[config.mk]
export PLATFORM = sky130hd
export DESIGN_NAME = i2cs_responder
export DESIGN_NICKNAME = d
export VERILOG_FILES = /design/src/rtl/i2cs_pkg.sv /design/src/rtl/i2cs_line_sync.sv /design/src/rtl/i2cs_addr_match.sv /design/src/rtl/i2cs_link_fsm.sv /design/src/rtl/i2cs_responder.sv
export SDC_FILE = /design/constraint.sdc
export NUM_CORES = 1
export LEC_CHECK = 0
export BUFFER_PORTS_ARGS = -buffer_cell sky130_fd_sc_hd__buf_2
export CAP_MARGIN = 5
export CORE_UTILIZATION = 40
export CTS_BUF_LIST = sky130_fd_sc_hd__clkbuf_8
export DETAILED_ROUTE_END_ITERATION = 6
export PLACE_DENSITY = 0.67
export SYNTH_ARGS = -nofsm -noshare
export SYNTH_HDL_FRONTEND = slang
export SYNTH_SLANG_ARGS = --single-unit
[constraint.sdc]
create_clock -name clk -period 2.3 [get_ports clk]
set_clock_uncertainty 0.2 [all_clocks]
set_input_delay 0.46 -clock clk [delete_from_list [all_inputs] [get_ports clk]]
set_output_delay 0.46 -clock clk [all_outputs]
set_load 0.05 [all_outputs]
[src/rtl/i2cs_pkg.sv]
package i2cs_pkg;
  localparam int BYTE_W = 8;
  localparam int CNT_W  = $clog2(BYTE_W + 1);

  localparam logic [7:0] SC_NONE       = 8'hF8;
  localparam logic [7:0] SC_OWN_WR     = 8'h60;
  localparam logic [7:0] SC_GC_WR      = 8'h70;
  localparam logic [7:0] SC_RX_ACK     = 8'h80;
  localparam logic [7:0] SC_RX_NACK    = 8'h88;
  localparam logic [7:0] SC_GC_RX_ACK  = 8'h90;
  localparam logic [7:0] SC_GC_RX_NACK = 8'h98;
  localparam logic [7:0] SC_END        = 8'hA0;
  localparam logic [7:0] SC_OWN_RD     = 8'hA8;
  localparam logic [7:0] SC_TX_ACK     = 8'hB8;
  localparam logic [7:0] SC_TX_NACK    = 8'hC0;
  localparam logic [7:0] SC_TX_LAST    = 8'hC8;

  typedef enum logic [3:0] {
    PH_IDLE, PH_ADDR, PH_AACK, PH_RX, PH_RACK, PH_TX, PH_TACK, PH_HOLD, PH_SKIP
  } phase_t;
endpackage

[src/rtl/i2cs_line_sync.sv]
module i2cs_line_sync #(
  parameter int STAGES = 2
) (
  input  logic clk,
  input  logic rst_n,
  input  logic scl_in,
  input  logic sda_in,
  output logic scl_lvl,
  output logic sda_lvl,
  output logic scl_rise,
  output logic scl_fall,
  output logic start_cond,
  output logic stop_cond
);
  logic [STAGES-1:0] scl_pipe, sda_pipe;
  logic scl_prev, sda_prev;

  generate
    if (STAGES == 1) begin : g_single
      always_ff @(posedge clk or negedge rst_n) begin
        if (!rst_n) begin
          scl_pipe <= '1;
          sda_pipe <= '1;
        end else begin
          scl_pipe[0] <= scl_in;
          sda_pipe[0] <= sda_in;
        end
      end
    end else begin : g_chain
      always_ff @(posedge clk or negedge rst_n) begin
        if (!rst_n) begin
          scl_pipe <= '1;
          sda_pipe <= '1;
        end else begin
          scl_pipe <= {scl_pipe[STAGES-2:0], scl_in};
          sda_pipe <= {sda_pipe[STAGES-2:0], sda_in};
        end
      end
    end
  endgenerate

  always_ff @(posedge clk or negedge rst_n) begin
    if (!rst_n) begin
      scl_prev <= 1'b1;
      sda_prev <= 1'b1;
    end else begin
      scl_prev <= scl_pipe[STAGES-1];
      sda_prev <= sda_pipe[STAGES-1];
    end
  end

  assign scl_lvl    = scl_pipe[STAGES-1];
  assign sda_lvl    = sda_pipe[STAGES-1];
  assign scl_rise   = scl_lvl & ~scl_prev;
  assign scl_fall   = ~scl_lvl & scl_prev;
  // data edges only count as bus conditions while the clock stays high
  assign start_cond = scl_lvl & scl_prev & sda_prev & ~sda_lvl;
  assign stop_cond  = scl_lvl & scl_prev & ~sda_prev & sda_lvl;
endmodule

[src/rtl/i2cs_addr_match.sv]
module i2cs_addr_match (
  input  logic [7:0] addr_byte,
  input  logic [7:0] own_addr,
  input  logic       ack_en,
  output logic       hit_own,
  output logic       hit_gc
);
  always_comb begin
    hit_own = ack_en && (addr_byte[7:1] == own_addr[7:1]);
    hit_gc  = ack_en && own_addr[0] && (addr_byte == 8'h00) && !hit_own;
  end
endmodule

[src/rtl/i2cs_link_fsm.sv]
module i2cs_link_fsm
  import i2cs_pkg::*;
(
  input  logic              clk,
  input  logic              rst_n,
  input  logic              scl_lvl,
  input  logic              sda_lvl,
  input  logic              scl_rise,
  input  logic              scl_fall,
  input  logic              start_cond,
  input  logic              stop_cond,
  input  logic              hit_own,
  input  logic              hit_gc,
  input  logic              ack_en,
  input  logic [BYTE_W-1:0] tx_data,
  input  logic              flag_clr,
  output logic [BYTE_W-1:0] addr_byte,
  output logic              flag,
  output logic [7:0]        status,
  output logic [BYTE_W-1:0] rx_data,
  output logic              scl_hold,
  output logic              sda_low
);
  localparam logic [CNT_W-1:0] LAST_BIT = CNT_W'(BYTE_W);

  phase_t            ph, ph_n;
  logic [CNT_W-1:0]  cnt, cnt_n;
  logic [BYTE_W-1:0] sh, sh_n, rxd_n;
  logic              flag_n, hold_n, sdl_n;
  logic [7:0]        stat_n;
  logic              addressed, addr_n, gc, gc_n, last, last_n;
  logic              mack, mack_n, ackd, ackd_n;

  assign addr_byte = sh;

  always_comb begin
    ph_n   = ph;     cnt_n  = cnt;    sh_n   = sh;    rxd_n = rx_data;
    flag_n = flag;   stat_n = status; sdl_n  = sda_low;
    hold_n = scl_hold & flag;
    addr_n = addressed; gc_n = gc; last_n = last; mack_n = mack; ackd_n = ackd;

    if (flag && flag_clr) begin
      flag_n = 1'b0;
      if (ph == PH_HOLD) begin
        case (status)
          SC_OWN_RD, SC_TX_ACK: begin
            sh_n   = tx_data;
            sdl_n  = ~tx_data[BYTE_W-1];
            cnt_n  = '0;
            last_n = ~ack_en;
            ph_n   = PH_TX;
          end
          SC_OWN_WR, SC_GC_WR, SC_RX_ACK, SC_GC_RX_ACK: begin
            cnt_n = '0;
            ph_n  = PH_RX;
          end
          default: ph_n = PH_IDLE;
        endcase
      end
    end

    if (start_cond || stop_cond) begin
      if (addressed) begin
        flag_n = 1'b1;
        stat_n = SC_END;
        hold_n = 1'b0;
      end
      addr_n = 1'b0;
      gc_n   = 1'b0;
      sdl_n  = 1'b0;
      cnt_n  = '0;
      ph_n   = start_cond ? PH_ADDR : PH_IDLE;
    end else begin
      case (ph)
        PH_ADDR: begin
          if (scl_rise) begin
            sh_n  = {sh[BYTE_W-2:0], sda_lvl};
            cnt_n = cnt + 1'b1;
          end else if (scl_fall && cnt == LAST_BIT) begin
            if (hit_own || hit_gc) begin
              addr_n = 1'b1;
              gc_n   = hit_gc;
              sdl_n  = 1'b1;
              ph_n   = PH_AACK;
            end else begin
              ph_n = PH_SKIP;
            end
          end
        end
        PH_AACK: begin
          if (scl_fall) begin
            sdl_n  = 1'b0;
            flag_n = 1'b1;
            hold_n = 1'b1;
            stat_n = sh[0] ? SC_OWN_RD : (gc ? SC_GC_WR : SC_OWN_WR);
            ph_n   = PH_HOLD;
          end
        end
        PH_RX: begin
          if (scl_rise) begin
            sh_n  = {sh[BYTE_W-2:0], sda_lvl};
            cnt_n = cnt + 1'b1;
          end else if (scl_fall && cnt == LAST_BIT) begin
            rxd_n  = sh;
            ackd_n = ack_en;
            sdl_n  = ack_en;
            ph_n   = PH_RACK;
          end
        end
        PH_RACK: begin
          if (scl_fall) begin
            sdl_n  = 1'b0;
            flag_n = 1'b1;
            hold_n = 1'b1;
            if (ackd) stat_n = gc ? SC_GC_RX_ACK : SC_RX_ACK;
            else begin
              stat_n = gc ? SC_GC_RX_NACK : SC_RX_NACK;
              addr_n = 1'b0;
            end
            ph_n = PH_HOLD;
          end
        end
        PH_TX: begin
          if (scl_rise) begin
            cnt_n = cnt + 1'b1;
          end else if (scl_fall) begin
            if (cnt == LAST_BIT) begin
              sdl_n = 1'b0;
              ph_n  = PH_TACK;
            end else begin
              sh_n  = {sh[BYTE_W-2:0], 1'b0};
              sdl_n = ~sh[BYTE_W-2];
            end
          end
        end
        PH_TACK: begin
          if (scl_rise) begin
            mack_n = ~sda_lvl;
          end else if (scl_fall) begin
            flag_n = 1'b1;
            hold_n = 1'b1;
            if (!mack) begin
              stat_n = SC_TX_NACK;
              addr_n = 1'b0;
            end else if (last) begin
              stat_n = SC_TX_LAST;
              addr_n = 1'b0;
            end else begin
              stat_n = SC_TX_ACK;
            end
            ph_n = PH_HOLD;
          end
        end
        default: ;
      endcase
    end
  end

  always_ff @(posedge clk or negedge rst_n) begin
    if (!rst_n) begin
      ph        <= PH_IDLE;
      cnt       <= '0;
      sh        <= '0;
      rx_data   <= '0;
      flag      <= 1'b0;
      status    <= SC_NONE;
      scl_hold  <= 1'b0;
      sda_low   <= 1'b0;
      addressed <= 1'b0;
      gc        <= 1'b0;
      last      <= 1'b0;
      mack      <= 1'b0;
      ackd      <= 1'b0;
    end else begin
      ph        <= ph_n;
      cnt       <= cnt_n;
      sh        <= sh_n;
      rx_data   <= rxd_n;
      flag      <= flag_n;
      status    <= stat_n;
      scl_hold  <= hold_n;
      sda_low   <= sdl_n;
      addressed <= addr_n;
      gc        <= gc_n;
      last      <= last_n;
      mack      <= mack_n;
      ackd      <= ackd_n;
    end
  end

  AST_HOLD_NEEDS_FLAG: assert property (@(posedge clk) disable iff (!rst_n)
    scl_hold |-> (flag || $past(flag)));
  AST_CLEAR_DROPS_FLAG: assert property (@(posedge clk) disable iff (!rst_n)
    (flag && flag_clr && scl_hold) |=> !flag);
  AST_STATUS_FROZEN: assert property (@(posedge clk) disable iff (!rst_n)
    (scl_hold && $past(scl_hold)) |-> $stable(status));
  AST_ADDR_NEEDS_ACK: assert property (@(posedge clk) disable iff (!rst_n)
    $rose(addressed) |-> $past(ack_en));
  AST_SDA_MOVES_SCL_LOW: assert property (@(posedge clk) disable iff (!rst_n)
    $rose(sda_low) |-> !$past(scl_lvl));
endmodule

[src/rtl/i2cs_responder.sv]
module i2cs_responder
  import i2cs_pkg::*;
#(
  parameter int SYNC_STAGES = 2
) (
  input  logic       clk,
  input  logic       rst_n,
  input  logic       scl_in,
  input  logic       sda_in,
  output logic       scl_pull,
  output logic       sda_pull,
  input  logic [7:0] own_addr,
  input  logic       ack_en,
  input  logic [7:0] tx_data,
  input  logic       flag_clr,
  output logic       irq,
  output logic [7:0] status,
  output logic [7:0] rx_data
);
  logic [1:0] rst_pipe;
  logic       rst_q;
  logic       scl_lvl, sda_lvl, scl_rise, scl_fall, start_cond, stop_cond;
  logic       hit_own, hit_gc;
  logic [7:0] addr_byte;

  // reset asserts at once, leaves after two clock edges
  always_ff @(posedge clk or negedge rst_n) begin
    if (!rst_n) rst_pipe <= 2'b00;
    else        rst_pipe <= {rst_pipe[0], 1'b1};
  end
  assign rst_q = rst_pipe[1];

  i2cs_line_sync #(.STAGES(SYNC_STAGES)) u_sync (
    .clk(clk), .rst_n(rst_q), .scl_in(scl_in), .sda_in(sda_in),
    .scl_lvl(scl_lvl), .sda_lvl(sda_lvl), .scl_rise(scl_rise),
    .scl_fall(scl_fall), .start_cond(start_cond), .stop_cond(stop_cond)
  );

  i2cs_addr_match u_match (
    .addr_byte(addr_byte), .own_addr(own_addr), .ack_en(ack_en),
    .hit_own(hit_own), .hit_gc(hit_gc)
  );

  i2cs_link_fsm u_fsm (
    .clk(clk), .rst_n(rst_q), .scl_lvl(scl_lvl), .sda_lvl(sda_lvl),
    .scl_rise(scl_rise), .scl_fall(scl_fall), .start_cond(start_cond),
    .stop_cond(stop_cond), .hit_own(hit_own), .hit_gc(hit_gc),
    .ack_en(ack_en), .tx_data(tx_data), .flag_clr(flag_clr),
    .addr_byte(addr_byte), .flag(irq), .status(status), .rx_data(rx_data),
    .scl_hold(scl_pull), .sda_low(sda_pull)
  );
endmodule

Yosys cells after proc, flatten, opt, wreduce, memory -nomap -nowiden
Cells that the tools add are included.
{"block": "totals", "register_bits": 48, "latch_bits": 0, "mem_bits_rw": 0, "rom_bits": 0, "in_bits": 22, "output_inout_bits": 19, "word_cells": 175, "memories": 0}
{"block": "op_classes", "n_addsub": 1, "mul": 0, "div_mod_pow": 0, "order_cmp": 0, "n_eq_ne": 26, "shifts": 0, "muxes": 86, "n_bitwise": 17, "n_reduce_logical": 27}
{"operator": "two-way mux 8 bit", "n": 17}
{"operator": "two-way mux 4 bit", "n": 19}
{"operator": "two-way mux 1 bit", "n": 38}
{"operator": "== test 8 bit, second input constant", "n": 4}
{"operator": "one-hot mux 8 bit (3 select lines)", "n": 1}
{"operator": "one-hot mux 4 bit (5 select lines)", "n": 1}
{"operator": "== test 4 x 3 -> 1 bit, second input constant", "n": 4}
{"operator": "== test 8 x 7 -> 1 bit, second input constant", "n": 2}
{"operator": "one-hot mux 8 bit (2 select lines)", "n": 1}
{"operator": "two-way mux 5 bit", "n": 3}
{"operator": "!= test 3 x 1 -> 1 bit, second input constant", "n": 5}
{"operator": "inverter 1 bit", "n": 9}
{"operator": "AND reduction 9 bit", "n": 1}
{"operator": "bitwise AND 1 bit", "n": 8}
{"operator": "== test 4 x 2 -> 1 bit, second input constant", "n": 2}
{"operator": "zero test 8 bit", "n": 1}
{"operator": "AND reduction 4 bit", "n": 2}
{"operator": "nonzero test 4 bit", "n": 2}
{"operator": "== test 7 bit", "n": 1}
{"operator": "two-way mux 7 bit", "n": 1}
{"operator": "logical AND 1 bit", "n": 6}
{"operator": "!= test 3 x 2 -> 1 bit, second input constant", "n": 2}
{"operator": "one-hot mux 3 bit (2 select lines)", "n": 1}
{"operator": "AND reduction 3 bit", "n": 2}
{"operator": "other kinds (17)", "n": 24}

Longest topological paths before layout
Gate-level depths: netlist of run 1.
{"block": "depth", "word_depth": 10, "ltp_mapped": 8, "ltp_nobuf": 7}

By module
From an unflattened synthesis of run 1, not the netlist that was laid out.
{"block": "unflattened", "cells_unflattened": 242, "area_unflattened_um2": 2549.9}
{"mod": "i2cs_link_fsm", "instances": 1, "cells_each": 215, "area_per_inst_um2": 2189.6}
{"mod": "i2cs_line_sync", "instances": 1, "cells_each": 10, "area_per_inst_um2": 190.2}
{"mod": "i2cs_addr_match", "instances": 1, "cells_each": 14, "area_per_inst_um2": 116.4}
{"mod": "i2cs_responder", "instances": 1, "cells_each": 3, "area_per_inst_um2": 53.8}

Worst setup path before layout of run 1
Ideal clock, no wire load.
{"block": "synth_timing", "kind": "register -> register", "from": "register u_fsm.ph[3]", "to": "register u_fsm.rx_data[0]", "setup_time_ps": 125, "arrival_time_ps": 1828, "required_ps": 1975, "path_slack_ps": 146, "path_stages_with_launch": 6, "synth_period_minus_slack_ps": 2154, "path_cell_list": "dfrtp_1 -> or3b_1 -> or3_1 -> or2_1 -> buf_4 -> mux2_4"}
{"block": "synth_between", "elab_chain_cells": 2}
{"element": "from (decl)", "line": "i2cs_link_fsm.sv:26", "rtl": "phase_t ph, ph_n;"}
{"element": "from (signal assigned)", "line": "i2cs_link_fsm.sv:175", "rtl": "ph <= ph_n;"}
{"element": "== test 4 x 2 -> 1 bit", "line": "i2cs_link_fsm.sv:74", "rtl": "case (ph)"}
{"element": "AND reduction 4 bit (no source line)"}
{"element": "to (signal assigned)", "line": "i2cs_link_fsm.sv:178", "rtl": "rx_data <= rxd_n;"}
{"element": "to (decl)", "line": "i2cs_link_fsm.sv:20", "rtl": "output logic [BYTE_W-1:0] rx_data,"}
No other way between the ends.
A chain may end at the register's enable or synchronous reset.

Worst setup path after layout of run 1
{"block": "layout_timing", "from": "register u_fsm.ph[2]", "to": "register u_fsm.sda_low"}
{"block": "layout_between", "elab_chain_cells": 8, "elab_cells_between_ends": 19, "classes_between": "eq/ne (6); mux (12); reduce/logical (1)"}
{"element": "== test 4 x 3 -> 1 bit", "line": "i2cs_link_fsm.sv:44", "rtl": "if (ph == PH_HOLD) begin"}
{"element": "two-way mux 1 bit", "line": "i2cs_link_fsm.sv:44"}
{"element": "two-way mux 1 bit", "line": "i2cs_link_fsm.sv:42", "rtl": "if (flag && flag_clr) begin"}
{"element": "two-way mux 1 bit", "line": "i2cs_link_fsm.sv:80", "rtl": "if (hit_own || hit_gc) begin"}
{"element": "two-way mux 1 bit", "line": "i2cs_link_fsm.sv:79", "rtl": "end else if (scl_fall && cnt == LAST_BIT) begin"}
{"element": "two-way mux 1 bit", "line": "i2cs_link_fsm.sv:76", "rtl": "if (scl_rise) begin"}
{"element": "one-hot mux 1 bit (4 select lines) *", "line": "i2cs_link_fsm.sv:74"}
{"element": "two-way mux 1 bit *", "line": "i2cs_link_fsm.sv:62", "rtl": "if (start_cond || stop_cond) begin"}
{"element": "named net u_fsm.sdl_n", "line": "i2cs_link_fsm.sv:29", "rtl": "logic flag_n, hold_n, sdl_n;"}
{"element": "to (signal assigned)", "line": "i2cs_link_fsm.sv:182", "rtl": "sda_low <= sdl_n;"}
{"element": "to (decl)", "line": "i2cs_link_fsm.sv:22", "rtl": "output logic sda_low"}
Mark *: on every way through the listed nets, which the timed path passes. The rest lies on a longest branch.

==> impl_metrics.env, run 1 <==
export IMPL_arrival_ps=2150
export IMPL_gp_routability_congestion=0.860
export IMPL_grt_max_degree=40
export IMPL_grt_pass1_vias=1952
export IMPL_avgViaCountPerCell=5.47
export IMPL_synth_edf_count=0
export IMPL_dp_slack_ps=-22.0
export IMPL_reg2reg_slack_ps=140
export IMPL_min_period_ps=2160
export IMPL_worstMarginPinSlew_ps=854
export IMPL_pin_count=41
export IMPL_cts_max_path_buffers=2
export IMPL_fillers=524
export IMPL_nNetsFinal=315
export IMPL_rsz0062_at_grt="no"
export IMPL_insertedDiodeCount=0
export IMPL_die_w_um=79.3
export IMPL_timing_rr_start="u_fsm.ph[2]"
export IMPL_holdCritStartpoint="sda_in"
export IMPL_max_slew_margin_pct=43.1
export IMPL_grt_pass1_wl_mm=9.16
export IMPL_final_seq_area_sq_um=1140
export IMPL_intPower_mw=1.66
export IMPL_vias=1990
export IMPL_areaGrowthSynthToFinish_pct=20.8
export IMPL_crit_path_top_delay_cell="nor4_2"
export IMPL_p_comb_share_pct=27.4
export IMPL_synthCells=239
export IMPL_fin_ws_ps=144
export IMPL_fin_crit_sh_pct=93.7
export IMPL_cts_sinks=45
export IMPL_portBuffers=37
export IMPL_overflow=0
export IMPL_yosys_cell_types_count=52
export IMPL_async_flop_share_pct=100
export IMPL_multiInputGateArea_sq_um=1180
export IMPL_antenna_found_initial=0
export IMPL_p_sw_share_pct=34.4
export IMPL_outcome="completed"
export IMPL_startpoint="u_fsm.ph[2]"
export IMPL_final_core_util_pct=51.2
export IMPL_min_path_type="in2reg"
export IMPL_track_usage_pct=19.3
export IMPL_r2r_end="u_fsm.sda_low"
export IMPL_dpl_cell_area_sq_um=2740
export IMPL_r2r_cells=6
export IMPL_initial_core_util_pct=42.4
export IMPL_firstDrtPassIters=4
export IMPL_cap_viol_max_count=0
export IMPL_startpoint_type="flip-flop"
export IMPL_wirelength_mm=5.62
export IMPL_path_max_fanout=15
export IMPL_die_y_um=79.3
export IMPL_layout_drive_gt1_share_pct=30.1
export IMPL_crit_buf_inv=1
export IMPL_clock_latency_ps=310
export IMPL_netlist_area_sq_um=2390
export IMPL_cts_max_level=2
export IMPL_clockPowerShare_pct=28.0
export IMPL_rows=27
export IMPL_final_area_sq_um=2890
export IMPL_hold_depth=1
export IMPL_synth_avg_cell_area_sq_um=10.0
export IMPL_total_power_mw=2.53
export IMPL_layoutNonFillerInstCount=364
export IMPL_fp_coreArea_sq_um=5640
export IMPL_cts_root_buf="clkbuf_8"
export IMPL_fmax_ghz=0.464
export IMPL_hold_viol=0
export IMPL_cts_buffers=5
export IMPL_dieArea_sq_um=6290
export IMPL_cellPowerDensity_nw_per_um2=876
export IMPL_drv_slew=0
export IMPL_slowest_delay_ps=450
export IMPL_drtIter0Drc=128
export IMPL_ys_flop_type="dfrtp_1"
export IMPL_crit_family="simple AND/OR/NAND/NOR gates"
export IMPL_place_inst=355
export IMPL_ys_ff_latch=45
export IMPL_hpwl_mm=4.06
export IMPL_ant_nets=0
export IMPL_p_sw_mw=0.872
export IMPL_cts_clk_slew_worst_paths_ps=90
export IMPL_p_seq_share_pct=44.6
export IMPL_end_kind="flip-flop"
export IMPL_drt_wirelength_per_cell_um=15.4
export IMPL_cts_tree="yes"
export IMPL_yosysWarnings=0
export IMPL_cp_cell_sequence="buf_4 > nand2_1 > nor4_2 > mux2i_1 > a211o_1 > a311oi_1"
export IMPL_drc=0
export IMPL_leakage_nw=1.32
export IMPL_seq_area_frac_synth_pct=47.6
export IMPL_setup_viol=0
export IMPL_whs_endpoint="u_sync.sda_pipe[0]"
export IMPL_vdd_drop_max_mv=0.483
export IMPL_cts_setup_buffers=0
export IMPL_critPathKind="reg2reg"
export IMPL_crit_required_ps=2290
## layout make-up
cell class | count | share of cell area, %
sequential | 45 | 39.5
tap | 72 | 3.12
clock buffer | 5 | 2.38
multi-input combinational | 176 | 40.7
inverter | 9 | 1.17
timing repair buffer | 54 | 10.9
clock inverter | 3 | 2.25
## cells in the mapped netlist, types with 2 or more instances
master	number	share of area, %
nor4_1	6	1.6
inv_1	9	1.4
o31ai_1	3	0.94
buf_2	2	0.42
nand4_1	3	0.78
a311oi_1	2	0.73
nor3_1	4	0.84
or3_1	3	0.78
nand4b_1	2	0.73
nand2_1	23	3.6
buf_4	4	1.3
xnor2_1	7	2.6
xor2_1	3	1.1
nand3_1	6	1.3
clkbuf_1	5	0.78
a22o_1	2	0.73
o21a_1	2	0.63
a31oi_1	5	1.3
nor2_1	13	2.0
nor2b_1	4	1.0
conb_1	2	0.31
dfrtp_1	34	36
mux2i_1	9	3.8
o21ai_0	18	3.8
a21oi_1	13	2.7
mux2_4	8	5.0
dfstp_2	11	12
a21o_1	2	0.63
a211o_1	2	0.73
nand3b_1	4	1.3
a31o_2	2	0.73
nand2b_1	4	1.0
ha_1	2	1.0
a211oi_1	2	0.63
## state kept, by name, indices dropped and copies added, names as in the netlist
| register | flops |
|---|---|
| u_fsm.flag | 1 |
| u_fsm.cnt | 4 |
| u_fsm.status | 5 |
| u_sync.sda_pipe | 2 |
| u_fsm.mack | 1 |
| u_sync.scl_prev | 1 |
| u_fsm.addressed | 1 |
| u_fsm.ph | 4 |
| u_sync.sda_prev | 1 |
| u_sync.scl_pipe | 2 |
| u_fsm.gc | 1 |
| rst_pipe | 2 |
| u_fsm.scl_hold | 1 |
| u_fsm.rx_data | 8 |
| u_fsm.sda_low | 1 |
| u_fsm.ackd | 1 |
| u_fsm.addr_byte | 8 |
| u_fsm.last | 1 |
## cell families after synthesis
logic type,synth area share [%]
AND/OR/NAND/NOR,18.7
adder cells (fa/ha/maj),1.05
AO/OA/AOI/OAI,16.0
other,0.314
XOR/XNOR,3.66
flip-flops,47.6
buffers and inverters,3.87
multiplexers,8.79
## per-stage QoR
stage,TNS (ps),hold slack [ps]
after floorplan,0,-35.6
after global placement,0,46.5
after detailed placement,-128,46.9
after CTS,0,46.6
after global routing,0,40.7
final,0,56.3
## layer usage
metal  vias up  share of wire (%)  GRT usage (%)
met5         -                  0              0
met4         0                2.5           9.09
met3        14                5.5           3.56
met2        68                 47           31.0
met1       947                 46           24.9
li1        961                  -              -
## worst register-to-register path, delay by kind of cell (launching register included)
family                 cells  cell delay (ps)
and+or+nand+nor            2              590
AOI/OAI and AO/OA          2              520
DFF                        1              370
buffers and inverters      1              200
muxes                      1              160
## worst max-delay path by stage
stage                             to  slack (ps)  cells past startpoint
floorplan           u_fsm.rx_data[0]         150                      5
global placement    u_fsm.rx_data[3]          50                      6
detailed placement  u_fsm.rx_data[3]         -20                      6
CTS                 u_fsm.rx_data[3]          10                      6
global route           u_fsm.sda_low          40                      7
finish                 u_fsm.sda_low         140                      6
## power by group through the flow
stage                     clock, mW  combinational (mW)  sequential [mW]
after floorplan                   0               0.395             1.20
after CTS                     0.724               0.696             1.13
after global routing          0.757               0.764             1.16
after detailed placement          0               0.690             1.14
final                         0.708               0.694             1.13
after global placement            0               0.671             1.14
## repair_timing
item,4_1_cts,5_1_grt
hold buffers,1,0
gates cloned,0,0
endpoints found under the hold margin,2,0
gates resized for setup,1,1
setup endpoints to repair,8,8
## layout by cell type (no fill, tap or decap), types with 3 or more instances in the layout
cell type	instances
buf_2	37
dfrtp_1	33
nand2_1	23
o21ai_0	18
buf_4	16
a21oi_1	13
nor2_1	13
dfstp_2	11
inv_1	9
mux2i_1	9
mux2_4	8
xnor2_1	7
nand3_1	6
nor4_1	5
a31oi_1	5
clkbuf_8	5
nand3b_1	4
nand2b_1	4
nor2b_1	4
nor3_1	4
conb_1	4
xor2_1	3
or3_1	3
nand4_1	3
o31ai_1	3
Note: power is estimated with default switching activity, not from simulation.
==> run 2, diff against run 1 <==
ABC_AREA = 1   (was not set)
==> impl_metrics.env, run 2 <==
export IMPL_min_period_ps=1950
export IMPL_ant_nets=0
export IMPL_cts_root_buf="clkbuf_8"
export IMPL_drv_slew=0
export IMPL_antenna_found_initial=0
export IMPL_cap_viol_max_count=0
export IMPL_seq_area_frac_synth_pct=44.0
export IMPL_async_flop_share_pct=100
export IMPL_min_path_type="in2reg"
export IMPL_firstDrtPassIters=4
export IMPL_fp_coreArea_sq_um=6100
export IMPL_layoutNonFillerInstCount=464
export IMPL_drc=0
export IMPL_initial_core_util_pct=42.5
export IMPL_synthCells=349
export IMPL_vdd_drop_max_mv=0.691
export IMPL_r2r_cells=9
export IMPL_layout_drive_gt1_share_pct=22.4
export IMPL_hold_depth=1
export IMPL_p_seq_share_pct=38.0
export IMPL_whs_ps=56.2
export IMPL_intPower_mw=1.70
export IMPL_wirelength_mm=6.13
export IMPL_startpoint_type="flip-flop"
export IMPL_end_kind="flip-flop"
export IMPL_nNetsFinal=412
export IMPL_rsz0062_at_grt="no"
export IMPL_clockPowerShare_pct=14.7
export IMPL_finalSetupTns_ps=0
export IMPL_arrival_ps=1930
export IMPL_dieArea_sq_um=6810
export IMPL_drtIter0Drc=113
export IMPL_cts_sinks=45
export IMPL_fin_ws_ps=354
export IMPL_fin_crit_sh_pct=84.6
export IMPL_clock_latency_ps=290
export IMPL_final_common_cell="nand2_1"
export IMPL_insertedDiodeCount=0
export IMPL_path_max_fanout=17
export IMPL_synth_avg_cell_area_sq_um=7.43
export IMPL_synth_common_cells="nand2_1 (105), inv_1 (37), dfrtp_1 (34), nand3_1 (28), o21ai_1 (28)"
export IMPL_ys_ff_latch=45
export IMPL_mostFrequentLayoutCells="nand2_1 (105), inv_1 (39), buf_2 (37)"
export IMPL_die_w_um=82.5
export IMPL_holdCritStartpoint="scl_in"
export IMPL_p_comb_share_pct=47.3
export IMPL_track_usage_pct=20.7
export IMPL_areaGrowthSynthToFinish_pct=12.9
export IMPL_outcome="completed"
export IMPL_yosysTopAreaCellShare_pct=32.8
export IMPL_post_cts_resized=0
export IMPL_grt_pass1_wl_mm=10.5
export IMPL_leakage_nw=1.55
export IMPL_drt_wirelength_per_cell_um=13.2
export IMPL_cts_setup_buffers=0
export IMPL_timing_rr_start="u_fsm.cnt[0]"
export IMPL_overflow=0
export IMPL_grt_max_degree=44
export IMPL_dp_slack_ps=344
export IMPL_die_y_um=82.5
export IMPL_max_slew_margin_pct=60.0
export IMPL_fmax_ghz=0.514
export IMPL_yosysMostFrequentCell="nand2_1"
export IMPL_setup_viol=0
export IMPL_pin_count=41
export IMPL_critPathKind="reg2reg"
export IMPL_portBuffers=37
export IMPL_p_sw_mw=1.54
export IMPL_cts_clk_slew_worst_paths_ps=80
export IMPL_cts_tree="yes"
export IMPL_cts_buffers=5
export IMPL_ys_flop_type="dfrtp_1"
export IMPL_yosys_cell_types_count=35
export IMPL_place_inst=455
export IMPL_crit_required_ps=2280
export IMPL_whs_endpoint="u_sync.scl_pipe[0]"
export IMPL_synth_edf_count=0
export IMPL_netlist_area_sq_um=2590
export IMPL_cts_max_level=2
export IMPL_reg2reg_slack_ps=350
export IMPL_total_power_mw=3.24
export IMPL_grt_pass1_vias=2252
export IMPL_synthTopCellsByArea="dfrtp_1 (33%), nand2_1 (15%), dfstp_2 (11%)"
export IMPL_vias=2313
export IMPL_cellPowerDensity_nw_per_um2=1110
export IMPL_p_sw_share_pct=47.7
export IMPL_hpwl_mm=4.68
export IMPL_avgViaCountPerCell=4.98
export IMPL_r2r_end="u_fsm.rx_data[7]"
export IMPL_synth_top_area_cell="dfrtp_1"
export IMPL_worstMarginPinSlew_ps=600
export IMPL_gp_routability_congestion=0.885
export IMPL_cts_max_path_buffers=2
export IMPL_rows=28
export IMPL_hold_viol=0
export IMPL_yosysWarnings=0
==> run 2: how the worst max path moves through the flow <==
| stage | from | to | slack (ps) | cells after the start |
|---|---|---|---|---|
| final | u_fsm.cnt[0] | u_fsm.rx_data[7] | 350 | 9 |
| after global routing | u_fsm.cnt[0] | u_fsm.rx_data[4] | 140 | 9 |
| after CTS | u_fsm.cnt[0] | u_fsm.rx_data[5] | 330 | 9 |
| after detailed placement | u_fsm.cnt[0] | u_fsm.rx_data[5] | 340 | 9 |
| after global placement | u_fsm.ph[1] | u_fsm.addr_byte[2] | 450 | 5 |
| after floorplan | u_fsm.status[5] | u_fsm.addr_byte[0] | 460 | 6 |
==> run 2: routing by layer <==
| layer | wire (um) | GRT usage, % |
|---|---|---|
| met1 | 3000 | 26.7 |
| met2 | 2850 | 35.0 |
| met3 | 256 | 3.74 |
| met4 | 37 | 6.38 |
| met5 | 0 | 0 |
==> run 2: final cells by class <==
| type | count | area (sq um) |
|---|---|---|
| Clock buffer | 5 | 68.8 |
| Sequential cell | 45 | 1140 |
| Timing Repair Buffer | 40 | 223 |
| Inverter | 49 | 184 |
| Multi-Input combinational cell | 247 | 1200 |
| Clock inverter | 3 | 15.0 |
| Tap cell | 75 | 93.8 |
| Fill cell | 623 | 3170 |
==> run 2: cells by family after synthesis <==
logic type / count (synthesis) / synth area share (%)
compound gates: 57 / 12.6
buf+inv: 59 / 9.99
fa+ha+maj: 2 / 0.965
flops: 45 / 44.0
other cells: 2 / 0.290
simple gates: 184 / 32.2
==> run 2: what timing repair did <==
item / 4_1_cts / 5_1_grt
endpoints found under the setup margin: 0 / 0
endpoints found under the hold margin: 2 / 0
hold buffers: 1 / 0
==> run 2: metrics by stage <==
step / util [%] / area [sq um]
detailed placement: 46.5 / 2830
floorplan: - / 2600
CTS: 48.0 / 2930
global route: 48.0 / 2930
global placement: 46.5 / 2830
finish: 48.0 / 2930
==> run 2: worst max-delay path, cell delays in order, from the launching register on <==
cell and delay [ps]:
dfrtp_1 400, inv_1 110, ha_1 160, nand2_1 60
nor2_2 200, nand2_2 160, nor3_2 220, inv_2 180
nand2_1 90, o21ai_1 60
==> run 2: power groups by stage <==
stage                     combinational, mW  clock (mW)  sequential, mW
final                                  1.53       0.476            1.23
after global routing                   1.75       0.533            1.26
after CTS                              1.54       0.500            1.23
after detailed placement               1.53           0            1.25
after global placement                 1.53           0            1.24
after floorplan                        1.02           0            1.40
==> run 3, diff against run 2 <==
PLACE_DENSITY = 0.69   (was 0.67)
clock period = 1.55 ns   (was 2.3 ns; I/O delays follow)
==> impl_metrics.env, run 3 (same netlist as run 2, synthesis figures left out) <==
export IMPL_hpwl_mm=5.13
export IMPL_die_y_um=82.5
export IMPL_slowest_delay_ps=430
export IMPL_startpoint="u_fsm.ph[3]"
export IMPL_wirelength_mm=8.87
export IMPL_min_path_type="reg2async"
export IMPL_layoutNonFillerInstCount=556
export IMPL_violations="setup timing"
export IMPL_ant_nets=0
export IMPL_fmax_ghz=0.526
export IMPL_clock_latency_ps=310
export IMPL_startpoint_type="flip-flop"
export IMPL_leakage_nw=2.15
export IMPL_total_power_mw=6.99
export IMPL_fin_ws_ps=-352
export IMPL_portBuffers=37
export IMPL_mostFrequentLayoutCells="nand2_1 (77), buf_4 (65), buf_2 (32)"
export IMPL_layout_drive_gt1_share_pct=54.3
export IMPL_multiInputGateArea_sq_um=1660
export IMPL_crit_required_ps=1560
export IMPL_drtIter0Drc=203
export IMPL_arrival_ps=1910
export IMPL_setup_viol=40
export IMPL_grt_pass1_wl_mm=12.6
export IMPL_areaGrowthSynthToFinish_pct=65.9
export IMPL_cts_clk_slew_worst_paths_ps=80
export IMPL_timing_rr_start="u_fsm.ph[3]"
export IMPL_crit_buf_inv=4
export IMPL_place_inst=510
export IMPL_vdd_drop_max_mv=1.40
export IMPL_track_usage_pct=25.4
export IMPL_hold_viol=0
export IMPL_fin_crit_sh_pct=123
export IMPL_critPathKind="reg2reg"
export IMPL_drt_wirelength_per_cell_um=15.9
export IMPL_dp_slack_ps=-254
export IMPL_gp_routability_congestion=0.966
export IMPL_fp_coreArea_sq_um=6100
export IMPL_reg2reg_slack_ps=-350
export IMPL_fillers=436
export IMPL_path_max_fanout=6
export IMPL_r2r_end="u_fsm.addr_byte[3]"
export IMPL_cp_cell_sequence="buf_6 > inv_4 > nand2_4 > nor2_4 > nand2_2 > nor2_4 > inv_4 > buf_16 > nand2_1 > o21ai_1 > o21ai_1"
export IMPL_final_core_util_pct=70.5
export IMPL_drc=0
export IMPL_dieArea_sq_um=6810
export IMPL_initial_core_util_pct=42.5
export IMPL_antenna_found_initial=0
export IMPL_die_w_um=82.5
export IMPL_cts_root_buf="clkbuf_8"
export IMPL_cellPowerDensity_nw_per_um2=1620
export IMPL_cts_buffers=5
export IMPL_r2r_cells=11
export IMPL_cts_max_path_buffers=2
export IMPL_nNetsFinal=504
export IMPL_outcome="complete, but fails checks"
export IMPL_cts_sinks=45
export IMPL_grt_pass1_vias=2746
export IMPL_crit_family="simple AND/OR/NAND/NOR gates"
export IMPL_pin_count=41
export IMPL_cts_max_level=2
export IMPL_cts_tree="yes"
export IMPL_avgViaCountPerCell=5.35
export IMPL_final_seq_area_sq_um=1150
export IMPL_crit_path_top_delay_cell="dfrtp_2"
export IMPL_end_kind="flip-flop"
export IMPL_firstDrtPassIters=5
export IMPL_vias=2973
export IMPL_rows=28
export IMPL_cap_viol_max_count=0
export IMPL_grt_max_degree=26
export IMPL_overflow=0
export IMPL_drv_slew=0
export IMPL_rsz0062_at_grt="yes"
export IMPL_insertedDiodeCount=0
export IMPL_final_common_cell="nand2_1"
export IMPL_min_period_ps=1900
==> run 3: layer usage <==
layer,global-route usage (%),up-vias,share of wire [%]
li1,-,1387,-
met1,31.0,1406,40
met2,43.8,146,51
met3,4.95,34,5.9
met4,10.3,0,3.0
met5,0,-,0
==> run 3: final cells by class <==
class                   count  share of cell area (%)
inverters                  49                    4.86
repair inverters            1                   0.175
well taps                  75                    2.18
repair buffers            130                    25.1
multi-input cells         248                    38.5
clock buffers               5                    1.60
flip-flops and latches     45                    26.7
clock inverters             3                   0.902
==> run 3: timing repair <==
| action | 4_1_cts | 5_1_grt |
|---|---|---|
| setup buffers | 24 | 9 |
| pin swaps | 24 | 28 |
| resized for setup | 98 | 60 |
| hold buffers | 3 | 0 |
| gates cloned | 4 | 0 |
| hold endpoints to repair | 4 | 0 |
| setup endpoints to repair | 42 | 43 |
==> run 3: worst register-to-register path, cell delays in order (launching register included) <==
cell	delay, ps
dfrtp_2	430
buf_6	130
inv_4	60
nand2_4	60
nor2_4	110
nand2_2	90
nor2_4	170
inv_4	90
buf_16	150
nand2_1	50
o21ai_1	70
o21ai_1	190
==> run 3: metrics by stage <==
step | area (sq um) | hold WS (ps) | setup TNS [ps]
floorplan | 2660 | -186 | -3690
global placement | 3300 | -105 | -5160
detailed placement | 3300 | -101 | -6430
CTS | 4020 | 44.9 | -5310
global route | 4300 | 47.5 | -10180
finish | 4300 | 34.3 | -7770
==> run 3: worst max path at each step <==
stage	cells past startpoint	end
floorplan	6	u_fsm.addr_byte[0]
global placement	9	u_fsm.rx_data[7]
detailed placement	9	u_fsm.addr_byte[3]
CTS	9	u_fsm.rx_data[1]
global route	11	u_fsm.addr_byte[3]
finish	11	u_fsm.addr_byte[3]
==> run 3: power breakdown <==
group | total (mW) | leakage (nW) | internal, mW | switching (mW)
Sequential | 1.83 | 0.552 | 1.52 | 0.306
Combinational | 4.27 | 1.54 | 1.83 | 2.44
Clock | 0.888 | 0.0593 | 0.473 | 0.416
